==> src/rtl/iter_mult_pkg.sv <==
package iter_mult_pkg;
  // strobes from control to datapath
  typedef struct packed {
    logic load;   // capture operands, clear upper product
    logic step;   // one test/add/shift iteration
    logic fix;    // apply sign correction to the result
  } mulStrobe_t;
endpackage

==> src/rtl/iter_mult_ctrl.sv <==
module iter_mult_ctrl
  import iter_mult_pkg::*;
#(
  parameter int WIDTH = 32
) (
  input  logic       clk,
  input  logic       rst_n,
  input  logic       start,
  output mulStrobe_t strobe,
  output logic       busy,
  output logic       done
);
  localparam int CW = $clog2(WIDTH);

  typedef enum logic [1:0] {S_IDLE, S_RUN, S_FIX} state_t;
  state_t state;
  logic [CW-1:0] stepCnt;

  always_comb begin
    strobe.load = (state == S_IDLE) && start;
    strobe.step = (state == S_RUN);
    strobe.fix  = (state == S_FIX);
  end

  assign busy = (state != S_IDLE);

  always_ff @(posedge clk) begin
    if (!rst_n) begin
      state   <= S_IDLE;
      stepCnt <= '0;
      done    <= 1'b0;
    end else begin
      done <= 1'b0;
      unique case (state)
        S_IDLE: if (start) begin
          state   <= S_RUN;
          stepCnt <= '0;
        end
        S_RUN: begin
          stepCnt <= stepCnt + 1'b1;
          if (stepCnt == CW'(WIDTH - 1)) state <= S_FIX;
        end
        S_FIX: begin
          state <= S_IDLE;
          done  <= 1'b1;
        end
        default: state <= S_IDLE;
      endcase
    end
  end
endmodule

==> src/rtl/iter_mult_dpath.sv <==
module iter_mult_dpath
  import iter_mult_pkg::*;
#(
  parameter int WIDTH = 32
) (
  input  logic             clk,
  input  logic             rst_n,
  input  mulStrobe_t       strobe,
  input  logic             isSigned,
  input  logic [WIDTH-1:0] opA,
  input  logic [WIDTH-1:0] opB,
  output logic [WIDTH-1:0] prodHi,
  output logic [WIDTH-1:0] prodLo
);
  localparam int PW = 2 * WIDTH;

  logic [WIDTH-1:0] mcand;
  logic [PW-1:0]    prod;
  logic             negRes;

  logic [WIDTH-1:0] magA, magB;
  logic [WIDTH:0]   upperSum;

  // magnitudes in signed mode, raw values otherwise
  always_comb begin
    magA = (isSigned && opA[WIDTH-1]) ? (~opA + 1'b1) : opA;
    magB = (isSigned && opB[WIDTH-1]) ? (~opB + 1'b1) : opB;
  end

  // 33-bit add into the upper half, gated by the live multiplier bit
  assign upperSum = {1'b0, prod[PW-1:WIDTH]} + (prod[0] ? {1'b0, mcand} : '0);

  always_ff @(posedge clk) begin
    if (!rst_n) begin
      mcand  <= '0;
      prod   <= '0;
      negRes <= 1'b0;
    end else if (strobe.load) begin
      mcand  <= magA;
      prod   <= {{WIDTH{1'b0}}, magB};
      negRes <= isSigned && (opA[WIDTH-1] ^ opB[WIDTH-1]);
    end else if (strobe.step) begin
      prod <= {upperSum, prod[WIDTH-1:1]};
    end else if (strobe.fix && negRes) begin
      prod <= ~prod + 1'b1;
    end
  end

  assign prodHi = prod[PW-1:WIDTH];
  assign prodLo = prod[WIDTH-1:0];
endmodule

==> src/rtl/iter_mult.sv <==
module iter_mult
  import iter_mult_pkg::*;
#(
  parameter int WIDTH = 32
) (
  input  logic             clk,
  input  logic             rst_n,
  input  logic             start,
  input  logic             isSigned,
  input  logic [WIDTH-1:0] opA,
  input  logic [WIDTH-1:0] opB,
  output logic             busy,
  output logic             done,
  output logic [WIDTH-1:0] prodHi,
  output logic [WIDTH-1:0] prodLo
);
  mulStrobe_t strobe;

  iter_mult_ctrl #(.WIDTH(WIDTH)) u_ctrl (
    .clk(clk), .rst_n(rst_n), .start(start),
    .strobe(strobe), .busy(busy), .done(done)
  );

  iter_mult_dpath #(.WIDTH(WIDTH)) u_dpath (
    .clk(clk), .rst_n(rst_n), .strobe(strobe), .isSigned(isSigned),
    .opA(opA), .opB(opB), .prodHi(prodHi), .prodLo(prodLo)
  );
endmodule

==> config.mk <==
export PLATFORM = sky130hd
export DESIGN_NAME = iter_mult
export DESIGN_NICKNAME = d
export VERILOG_FILES = /design/src/rtl/iter_mult_pkg.sv /design/src/rtl/iter_mult_ctrl.sv /design/src/rtl/iter_mult_dpath.sv /design/src/rtl/iter_mult.sv
export SDC_FILE = /design/constraint.sdc
export NUM_CORES = 1
export LEC_CHECK = 0
export ABC_AREA = 1
export BUFFER_PORTS_ARGS = -buffer_cell sky130_fd_sc_hd__buf_2
export CAP_MARGIN = 30
export CORE_UTILIZATION = 39
export CTS_BUF_LIST = sky130_fd_sc_hd__clkbuf_2 sky130_fd_sc_hd__clkbuf_4 sky130_fd_sc_hd__clkbuf_8
export DETAILED_ROUTE_END_ITERATION = 10
export PLACE_DENSITY = 0.55
export SLEW_MARGIN = 5
export SYNTH_ARGS = -nofsm -noshare
export SYNTH_HDL_FRONTEND = slang
export SYNTH_HIERARCHICAL = 1
export SYNTH_SLANG_ARGS = --single-unit
==> constraint.sdc <==
create_clock -name clk -period 2.9 [get_ports clk]
set_input_delay 0.145 -clock clk [delete_from_list [all_inputs] [get_ports clk]]
set_output_delay 0.145 -clock clk [all_outputs]
set_load 0.005 [all_outputs]
# Word-level counts from Yosys, hierarchy flattened
# Cells that the tools add are included.
dict set report word_totals {
  input_bits 68
  word_cells 47
  output_inout_bits 66
  ff_bits 105
}
dict set report classes {
  addsub 5
  eq_ne 5
  n_reduce_logical 13
  muxes 12
  n_bitwise 5
}
# operator count
set op_table {}
lappend op_table {{two-way mux 32 bit} 4}
lappend op_table {{two-way mux 64 bit} 2}
lappend op_table {{adder 32 x 1 -> 32 bit (second input constant)} 2}
lappend op_table {{adder 64 x 1 -> 64 bit (second input constant)} 1}
lappend op_table {{inverter 32 bit} 2}
lappend op_table {{inverter 64 bit} 1}
lappend op_table {{adder 32 x 33 -> 33 bit} 1}
lappend op_table {{case mux 5 bit (2 select lines)} 1}
lappend op_table {{nonzero test 2 bit} 3}
lappend op_table {{adder 5 x 1 -> 5 bit (second input constant)} 1}
lappend op_table {{equality test 5 bit (second input constant)} 1}
lappend op_table {{logical AND 1 bit} 5}
lappend op_table {{two-way mux 5 bit} 1}
lappend op_table {{two-way mux 2 bit} 2}
lappend op_table {{case mux 2 bit (2 select lines)} 1}
lappend op_table {{AND reduction 2 bit} 2}
lappend op_table {{nonzero test 3 bit} 1}
lappend op_table {{equality test 2 x 1 -> 1 bit (second input constant)} 1}
lappend op_table {{equality test 2 bit (second input constant)} 1}
lappend op_table {{logical NOT 2 bit} 1}
lappend op_table {{inequality test 2 x 1 -> 1 bit (second input constant)} 1}
lappend op_table {{inequality test 2 bit (second input constant)} 1}
lappend op_table {{OR reduction 2 bit} 1}
lappend op_table {{two-way mux 1 bit} 1}
lappend op_table {{2 further kinds} 2}

# Logic depth before layout (Yosys ltp)
dict set report depth {
  ltp_word 5
  mapped_depth 19
}

# Hierarchy
# Netlist, hierarchy kept.
# mod n_inst cells_each seq_area_each_um2 area_per_inst_um2
set by_module_without_submodules {}
lappend by_module_without_submodules {iter_mult_dpath 1 2036 1941.9 10895.4}
lappend by_module_without_submodules {iter_mult_ctrl 1 48 160.2 369.1}

# Worst setup path before layout
# OpenSTA, ideal clock, no wires.
dict set report synth_timing {
  path_kind {reg-to-reg}
  start {register u_dpath.prod[0]}
  end {register u_dpath.prod[59]}
  setup_time_ps 66
  slack_ps 642
  arrival_ps 2191
  required_ps 2834
  stages_incl_launch_ff 18
  path_cell_list {dfxtp_1 -> buf_6 -> clkbuf_1 -> nand2_1 -> inv_1 -> ha_1 -> fa_1 -> nand3_1 -> nand3_1 -> nand2_1 -> nand2_1 -> nand2_1 -> nand2_1 -> nand2_1 -> nand2_1 -> nand2_1 -> nand3_1 -> a21oi_2}
}
dict set report synth_via {
  elab_chain_cells 4
}
# item line_no
set synth_rtl {}
lappend synth_rtl {{from (decl)} iter_mult_dpath.sv:18} ;# logic [PW-1:0] prod;
lappend synth_rtl {{from (signal assigned)} iter_mult_dpath.sv:40} ;# prod <= {{WIDTH{1'b0}}, magB};
lappend synth_rtl {{from (signal assigned)} iter_mult_dpath.sv:43} ;# prod <= {upperSum, prod[WIDTH-1:1]};
lappend synth_rtl {{from (signal assigned)} iter_mult_dpath.sv:45} ;# prod <= ~prod + 1'b1;
lappend synth_rtl {{inverter 64 bit} iter_mult_dpath.sv:45}
lappend synth_rtl {{adder 64 x 1 -> 64 bit} iter_mult_dpath.sv:45}
lappend synth_rtl {{two-way mux 64 bit} iter_mult_dpath.sv:44} ;# end else if (strobe.fix && negRes) begin
lappend synth_rtl {{two-way mux 64 bit (*)} iter_mult_dpath.sv:42} ;# end else if (strobe.step) begin
# Mark *: on every way between the ends. The rest lies on a longest branch, timed or not. The select of a mux whose other input is x is not followed.
# A chain may end at the register's enable or synchronous reset.

# Worst setup path in the final report
dict set report layout_timing {
  start {register u_dpath.prod[0]}
  end {register u_dpath.prod[38]}
}
# The elaborated chain is that of the path after synthesis.

==> reports/qor.yml <==
placement:
  gp_congestion: 0.9784
  portBuffers: 133
  hpwl_um: 36840
timing:
  period_share_pct: 91.96
  slew_headroom_pct: 45.11
  setup_tns_ns: 0
  skew_ns: 0.03213
  hold_viol: 0
  finalSetupViolCount: 0
  tightest_slew_ns: 0.8225
  timing.fmax_ghz: 0.3750
  rsz0062_at_grt: "no"
  slew_viol_final: 0
  period_minus_slack_ns: 2.667
detailed_routing:
  drc: 0
  wl_per_cell_um: 17.61
  vias_per_cell: 5.210
  totalWireLength_um: 45620
  drt_pass1_iterations: 5
  drt-initial-drc-count: 1284
  num_vias: 13500
  drtAntennaViolNets: 0
yosys:
  synth_cell_types: 55
  synth_flop_cell: "dfxtp_1"
  synth_area_per_cell_sq_um: 5.405
  synth-async-reset-ratio_pct: 0
  synth_edf_count: 0
  syn-instance-count: 2084
  syn_nets: 2190
  ys_seq_area_share_pct: 18.66
  ys_warn_count: 6
  syn_area_sq_um: 11260
  synth_seq_cells: 105
cts:
  htreeDepth: 3
  clk_latency_ns: 0.43
  cts_inserted_buffers: 9
  clock_sinks: 105
  cts_tree: "yes"
  path_clk_slew_ns: 0.13
  post_cts_buffers: 0
  cts_buffer_depth: 2
  clock-root-buffer: "clkbuf_8"
flow_run:
  maxCapViolCount: 0
global_routing:
  grt_pass1_wl_um: 69360
  grt_pass1_vias: 12110
  track_usage_pct: 31.15
  grt_max_degree: 59
  antenna_found_initial: 0
  grt_remaining_overflow: 0
finish:
  finalNetCount: 2314
  syn2layout_area_growth_pct: 12.51
  drive_gt1_share_pct: 12.07
  n_antenna_cell: 0
  final_cell_mix: "nand2_1 (647), inv_1 (308), nor2_1 (272)"
  final_common_cell: "nand2_1"
  n_fill_cell: 3271
worst_setup_path:
  crit_cells: 12
  crit_type: "reg -> reg"
  cp_data_arrival_time_ns: 2.99
  cp_max_fo: 9
  start_kind: "flop"
  worstPathRequired_ns: 3.22
  setup.worst_path.end_class: "flop"
  worstReg2RegStart: "u_dpath/prod[0]"
  crit_top_cell: "nand2_1"
  path_cells: "buf_4 > nand2_1 > inv_1 > ha_1 > nand2_1 > nand3_1 > nand2_1 > nand2_1 > o21ai_0 > nand2_1 > a21oi_1 > nor2_1"
  slowest_delay_ns: 0.51
  crit_path_top_delay_cell: "o21ai_0"
  worst_r2r_path_depth: 12
  worstPathBufferInverterCount: 2
  crit_family: "simple AND/OR/NAND/NOR gates"
  startpoint: "u_dpath/prod[0]"
min_path:
  min-delay-start: "opA[26]"
  holdCritPathClass: "in -> reg"
  min_path_cells: 4
floorplan:
  coreArea_sq_um: 28090
  die_x_um: 172.0
  start_util_pct: 40.11
  io_pins: 134
  die_y_um: 172.0
  die_area_sq_um: 29570
  fp-row-count: 61
outcome:
  status: "complete, no violations"
power:
  leakage_nw: 6.656
  p_per_area_nw_per_um2: 367.8
  total_power_mw: 4.661
  ir_worst_vdd_mv: 0.2140
==> per-layer routing <==
metal / vias up / wire length, um / track usage [%] / share of wire (%)
met1: 6103 / 22370 / 46.13 / 49
met3: 53 / 3482 / 5.127 / 7.6
met5: - / 0 / 0 / 0
met4: 0 / 1318 / 10.31 / 2.9
li1: 6881 / - / - / -
met2: 461 / 18450 / 44.92 / 40
==> layout make-up <==
cell class / count / area, sq um / area share [%]
repair buffers: 166 / 958.4 / 7.562
inverters: 320 / 1202 / 9.488
clock inverters: 7 / 83.83 / 0.6615
clock buffers: 9 / 123.9 / 0.9774
well taps: 378 / 473.0 / 3.732
multi-input cells: 1606 / 7729 / 60.98
flip-flops and latches: 105 / 2103 / 16.60
==> worst paths after layout <==
check                      endpoint  slack [ns]
setup reg to reg   u_dpath/prod[38]        0.23
hold reg to reg   u_dpath/mcand[28]        0.46
setup / recovery   u_dpath/prod[38]        0.23
hold / removal    u_dpath/mcand[26]        0.02
==> logic make-up after synthesis <==
kind of cell / share of synthesized area [%]
DFF: 18.66
buffers and inverters: 12.82
AOI/OAI and AO/OA: 15.97
adders and majority gates: 4.287
and+or+nand+nor: 46.55
xor gates and xnor gates: 1.710
==> cells in the mapped netlist, types with 3 or more instances <==
cell / count / share of area, %
nand2_1: 647 / 22
inv_1: 308 / 10
nor2_1: 273 / 9.1
nand3_1: 171 / 7.6
o21ai_0: 136 / 6.0
a21oi_1: 125 / 5.6
dfxtp_1: 105 / 19
ha_1: 37 / 4.1
clkbuf_1: 34 / 1.1
nand4_1: 23 / 1.3
nor2_2: 23 / 1.3
nor3_1: 18 / 0.80
xor2_1: 18 / 1.4
o21ai_1: 14 / 0.62
nand3b_1: 13 / 0.87
nor2_4: 12 / 1.2
inv_2: 11 / 0.37
nand2_2: 11 / 0.61
a31oi_1: 10 / 0.56
buf_2: 10 / 0.44
o211ai_1: 6 / 0.40
o21bai_1: 6 / 0.40
or2_2: 6 / 0.33
a32o_1: 4 / 0.36
a41oi_1: 4 / 0.31
buf_4: 4 / 0.27
nor4_1: 4 / 0.22
o21ai_2: 4 / 0.31
o31ai_1: 4 / 0.27
xnor2_1: 4 / 0.31
and3_1: 3 / 0.17
buf_1: 3 / 0.10
nand3_2: 3 / 0.27
nor3_2: 3 / 0.27
o21a_1: 3 / 0.20
==> repair_timing <==
| action | CTS | global route |
|---|---|---|
| hold buffers | 3 | 0 |
| setup endpoints to repair | 0 | 3 |
| hold endpoints to repair | 3 | 0 |
| gates resized for setup | 0 | 2 |
==> report_power, final <==
group | leakage, nW | internal [mW] | total, mW | switching, mW
clock network | 0.106 | 0.357 | 1.05 | 0.697
logic | 5.68 | 0.596 | 1.83 | 1.23
registers | 0.865 | 1.57 | 1.78 | 0.208
==> worst min-delay path, cell delays in order <==
cell and delay [ns]:
buf_2 0.11, nand2_1 0.05, nand2_1 0.05, o21ai_1 0.05
==> flip-flops by register name, summed over array words and instances (netlist names) <==
register / count
u_ctrl/state: 2
u_ctrl/done: 1
u_dpath/mcand: 32
u_dpath/negRes: 1
u_ctrl/stepCnt: 5
u_dpath/prod: 64
==> stage by stage <==
| stage | util, % | hold WS (ns) | instance area (sq um) | worst slack (ns) | std cells |
|---|---|---|---|---|---|
| final | 45.12 | 0.02301 | 12670 | 0.2331 | 2591 |
| after global routing | 45.12 | 0.01078 | 12670 | 0.03693 | 2591 |
| after CTS | 45.11 | 0.001151 | 12670 | 0.1737 | 2591 |
| after detailed placement | 44.26 | 0.4363 | 12430 | 0.2019 | 2572 |
| after global placement | 44.26 | 0.4396 | 12430 | 0.2456 | 2572 |
| after floorplan | - | 0.2809 | 11260 | 0.6424 | 2084 |
No activity file was read; power rests on OpenSTA's default activity.
